**src/rtl/prio_intc_pkg.sv**
```systemverilog
package prio_intc_pkg;

    // Write port target selector
    typedef enum logic [1:0] {
        SEL_MASK = 2'd0,
        SEL_BASE = 2'd1,
        SEL_EOI  = 2'd2,
        SEL_NONE = 2'd3
    } wsel_e;

    // Decoded end-of-interrupt command
    typedef struct packed {
        logic       specific;
        logic [6:0] line;
    } eoi_cmd_t;

    function automatic eoi_cmd_t decode_eoi(input logic [7:0] d);
        eoi_cmd_t c;
        c.specific = d[7];
        c.line     = d[6:0];
        return c;
    endfunction

endpackage

```
**src/rtl/intc_edge_capture.sv**
```systemverilog
module intc_edge_capture #(
    parameter int N_LINES     = 8,
    parameter int SYNC_STAGES = 2
) (
    input  logic               clk,
    input  logic               rst,
    input  logic [N_LINES-1:0] lines_in,
    output logic [N_LINES-1:0] rise
);
    for (genvar i = 0; i < N_LINES; i++) begin : g_line
        // stages 0..SYNC_STAGES-1 synchronize, the last stage is the delayed copy
        logic [SYNC_STAGES:0] pipe;
        always_ff @(posedge clk) begin
            if (rst) pipe <= '0;
            else     pipe <= {pipe[SYNC_STAGES-1:0], lines_in[i]};
        end
        assign rise[i] = pipe[SYNC_STAGES-1] & ~pipe[SYNC_STAGES];
    end
endmodule

```
**src/rtl/intc_prio_pick.sv**
```systemverilog
module intc_prio_pick #(
    parameter int N_LINES = 8,
    parameter int IDX_W   = 3
) (
    input  logic [N_LINES-1:0] bits,
    output logic               found,
    output logic [IDX_W-1:0]   idx
);
    // lowest index wins
    always_comb begin
        found = 1'b0;
        idx   = '0;
        for (int i = N_LINES - 1; i >= 0; i--) begin
            if (bits[i]) begin
                found = 1'b1;
                idx   = IDX_W'(i);
            end
        end
    end
endmodule

```
**src/rtl/prio_intc.sv**
```systemverilog
module prio_intc
    import prio_intc_pkg::*;
#(
    parameter int N_LINES     = 8,
    parameter int VEC_W       = 8,
    parameter int SYNC_STAGES = 2
) (
    input  logic               clk,
    input  logic               rst,
    input  logic [N_LINES-1:0] irq_in,
    input  logic               wr_en,
    input  logic [1:0]         wr_sel,
    input  logic [VEC_W-1:0]   wr_data,
    input  logic               ack,
    output logic               int_pend,
    output logic [VEC_W-1:0]   vec_out,
    output logic               vec_valid
);
    localparam int IDX_W = $clog2(N_LINES);
    localparam logic [IDX_W-1:0] SPUR_IDX = IDX_W'(N_LINES - 1);

    logic [N_LINES-1:0] irr_q, imr_q, isr_q;
    logic [VEC_W-1:0]   base_q;
    logic [N_LINES-1:0] rise;

    logic               req_found, isr_found;
    logic [IDX_W-1:0]   req_idx, isr_idx;
    logic               grant;
    logic [N_LINES-1:0] grant_oh, eoi_clr;
    eoi_cmd_t           eoi;
    wsel_e              sel;

    intc_edge_capture #(.N_LINES(N_LINES), .SYNC_STAGES(SYNC_STAGES)) u_edge (
        .clk(clk), .rst(rst), .lines_in(irq_in), .rise(rise)
    );

    intc_prio_pick #(.N_LINES(N_LINES), .IDX_W(IDX_W)) u_req_pick (
        .bits(irr_q & ~imr_q), .found(req_found), .idx(req_idx)
    );

    intc_prio_pick #(.N_LINES(N_LINES), .IDX_W(IDX_W)) u_isr_pick (
        .bits(isr_q), .found(isr_found), .idx(isr_idx)
    );

    assign int_pend = req_found && (!isr_found || (req_idx < isr_idx));
    assign grant    = ack && int_pend;
    assign grant_oh = grant ? (N_LINES'(1) << req_idx) : '0;
    assign sel      = wsel_e'(wr_sel);
    assign eoi      = decode_eoi(wr_data[7:0]);

    always_comb begin
        eoi_clr = '0;
        if (wr_en && sel == SEL_EOI) begin
            if (eoi.specific)   eoi_clr = N_LINES'(1) << eoi.line[IDX_W-1:0];
            else if (isr_found) eoi_clr = N_LINES'(1) << isr_idx;
        end
    end

    always_ff @(posedge clk) begin
        if (rst) begin
            irr_q     <= '0;
            imr_q     <= '1;
            isr_q     <= '0;
            base_q    <= '0;
            vec_out   <= '0;
            vec_valid <= 1'b0;
        end else begin
            irr_q     <= (irr_q & ~grant_oh) | rise;
            isr_q     <= (isr_q & ~eoi_clr) | grant_oh;
            vec_valid <= ack;
            if (ack)
                vec_out <= base_q + VEC_W'(grant ? req_idx : SPUR_IDX);
            if (wr_en && sel == SEL_MASK) imr_q  <= wr_data[N_LINES-1:0];
            if (wr_en && sel == SEL_BASE) base_q <= wr_data;
        end
    end
endmodule

```
**config.mk**
```make
export PLATFORM = sky130hd
export DESIGN_NAME = prio_intc
export DESIGN_NICKNAME = d
export VERILOG_FILES = /design/src/rtl/prio_intc_pkg.sv /design/src/rtl/intc_edge_capture.sv /design/src/rtl/intc_prio_pick.sv /design/src/rtl/prio_intc.sv
export SDC_FILE = /design/constraint.sdc
export NUM_CORES = 1
export LEC_CHECK = 0
export BUFFER_PORTS_ARGS = -buffer_cell sky130_fd_sc_hd__buf_2
export CORE_UTILIZATION = 35
export DETAILED_ROUTE_END_ITERATION = 8
export MAX_ROUTING_LAYER = met4
export SLEW_MARGIN = 5
export SYNTH_ARGS = -nofsm -noshare
export SYNTH_HDL_FRONTEND = slang
export SYNTH_SLANG_ARGS = --single-unit
```
**constraint.sdc**
```tcl
create_clock -name clk -period 3.55 [get_ports clk]
set_input_delay 0 -clock clk [delete_from_list [all_inputs] [get_ports clk]]
set_output_delay 0 -clock clk [all_outputs]
set_load 0.05 [all_outputs]
```
==> impl_results.md <==
- Req. time, crit path: around 3800 ps
- Buffer depth of the longest clock path: 2
- MaxCap Viol Count: 0
- Net count reported at finish: about 380
- RSZ-0062 raised after global routing: no
- Fmax: slightly above 300 MHz
- Slowest cell on crit path: dfxtp_1
- Synthesis-stage register bit count: 65
- Leak Pwr: around 1.4 nW
- WL/cell: roughly 14 um
- Syn Area/Cell: about 9.4 sq um
- First-pass GRT wire length: between 10000 and 15000 um
- Slew Viols, Final: 0
- Total Power: ~1.6 mW
- Worst-Skew Late Latency: between 300 and 400 ps
- PortBufs: 31
- Mapped Area: ~2900 sq um
- Post-synth cell types: 59
- Post-detail-place hpwl: around 4400 um
- Routed Antenna Nets: 0
- Vias: 2305
- Die ar.: 8527 sq um
- Top Ports: 32
- Crit path DAT: roughly 3500 ps
- Largest net degree at the start of global routing: 52
- Max VDD drop: 0.2410 mV
- Clock-pin slew on the worst setup and hold paths: about 70 ps
- Num CTS Buffers: 9
- Post-Layout Inst Area: approximately 3500 sq um
- Main synth FF type: dfxtp_1
- FILL cells: 781
- Pre-CTS WS: around 150 ps
- Worst path cell trace: nor4_1 > nand2b_1 > or3_1 > ha_1 > o21a_1 > o21ai_1 > a31oi_1 > a21oi_4 > nand3_1 > ha_1 > fa_1 > a21oi_1 > nor2b_1 > nand3_1 > xor2_1 > a211oi_1
- H-Tree Depth: 3
- DRT iter0 DRCs: 112
- Crit path max fanout: 5
- Residual DRC: 0
- Post-synth EDFFs: 0
- Overflow after GRT: 0
- Peak per-stage delay on the critical path: around 400 ps
- Mapped Cells: 305
- Row cnt: 32
- Core Area: roughly 8000 sq um
- Area share of the largest cell type after synthesis: 45.55%
- Synthesis Warnings: 0
- Worst-margin pin slew: 618.7 ps
- Setup TNS: 0 ps
- Top-count cell post-synth: dfxtp_1
- Layout cells sized above 1: between 15 and 20%
- Clock Skew: 9.265 ps
- Pwr/cell area: around 470 nW/um^2
- WL final: 6379 um
- Final setup fails: 0
- Initial core utilization: between 30% and 40%
- Critical path class: flop to flop
- Hold WC Path Type: input pin to flop
- Fraction of registers with async set/reset: 0%
- Initial antenna violation count: 0
- Status: complete, no violations
- Crit end category: flop
- GR Util All Layers: approximately 16%
- Fin. Hold Viols: 0
- Die height: 92.34 um
- Ant diodes: 0
- Type of origin of the critical path: flop
- Worst slew margin: approximately 59%
- CTS tree: done
- Final WS setup: 295.9 ps
- Synth cell count leaders: 65 x dfxtp_1, 33 x nor2b_1, 27 x nor2_1
- Gpl congestion: around 0.85
- Crit path time final: about 3300 ps
- Vias in the first global route: roughly 2200
- CTS Root Cell: clkbuf_8
- Top cells by area, synth: dfxtp_1 46%, nor2b_1 7.2%, mux2i_1 5.6%
- Num Clock Sinks: 65
- Area growth syn-to-layout: 22.95%
- Sequential share of the synthesized area: approximately 46%
- Post-synth top area cell: dfxtp_1
- Die width: ~92 um
- Dpl cell area: between 3000 and 4000 sq um
- Share of the clock period used by the worst path: between 90% and 100%
- DR vias/cell: ~5.0
- Syn_nets: 333
- First-pass detailed-route iteration total: 4
- Final Util: around 45%
-- critical path, delay by kind of cell (launching register included) --
family / cells / cell delay (ps)
AOI/OAI and AO/OA: 6 / 920
and+or+nand+nor: 6 / 850
DFF: 1 / 400
adders and majority gates: 3 / 940
xor gates and xnor gates: 1 / 70
-- kinds of logic after synthesis --
group           share of synthesized area [%]
fa+ha+maj                               2.891
buf+inv                                 3.548
simple gates                            23.74
flops                                   45.55
compound gates                          16.82
mux                                     5.607
xor+xnor                                1.840
-- timing repair --
action / CTS / global route
setup endpoints to repair: 0 / 4
gates resized for setup: 0 / 4
hold buffers: 13 / 0
hold endpoints to repair: 18 / 0
setup buffers: 0 / 2
-- routing by layer --
layer  track usage (%)  part of all wire, %  vias to the layer above
met5                 -                    0                        -
met4             8.464                  2.1                        0
met3             4.269                  3.4                       13
met2             23.89                   46                       45
met1             21.06                   49                     1080
li1                  -                    -                     1167
-- registers in the layout, summed over array words and instances (netlist names) --
signal              flops
base_q                  8
imr_q                   8
irr_q                   8
isr_q                   8
u_edge.g_line.pipe     24
vec_out                 8
vec_valid               1
-- cell usage in the layout (no fill, tap or decap), drive strengths merged, types with 3 or more instances in the layout --
cell type     n
clkbuf       12
mux2i        16
nand2        24
o211ai        4
a31oi         5
nor3          3
xnor2         4
nand3         6
nand3b        5
ha            5
dlygate4sd3  13
nand2b       11
buf          38
o21ai        11
a21oi        15
nor2b        35
nor2         29
dfxtp        65
a211oi        5
inv          10
o21a          3
-- report_power, final --
part / leakage (nW) / switching (mW) / internal, mW
Clock: 0.107 / 0.282 / 0.416
Sequential: 0.533 / 0.0155 / 0.759
Combinational: 0.746 / 0.0960 / 0.0678
Total: 1.39 / 0.394 / 1.24
-- per-stage QoR --
stage	cells	hold slack, ps
global placement	431	206.7
CTS	460	11.07
global route	462	59.07
finish	462	27.83
floorplan	305	83.17
detailed placement	431	212.1
-- area by class of cell --
class	count	area [sq um]	area share (%)
well taps	102	127.6	3.634
clock buffers	12	145.1	4.133
flip-flops and latches	65	1303	37.09
multi-input cells	218	1485	42.29
repair buffers	51	337.8	9.619
clock inverters	4	76.32	2.173
inverters	10	37.54	1.069
-- path summary, 6_finish.rpt --
check | endpoint | cells after the start | from | slack [ps]
max | vec_out[6] | 16 | isr_q[4] | 300
min | imr_q[1] | 3 | wr_data[1] | 30
max reg2reg | vec_out[6] | 16 | isr_q[4] | 300
min reg2reg | u_edge.g_line[3].pipe[1] | 1 | u_edge.g_line[3].pipe[0] | 440
Note: power is estimated with default switching activity, not from simulation.
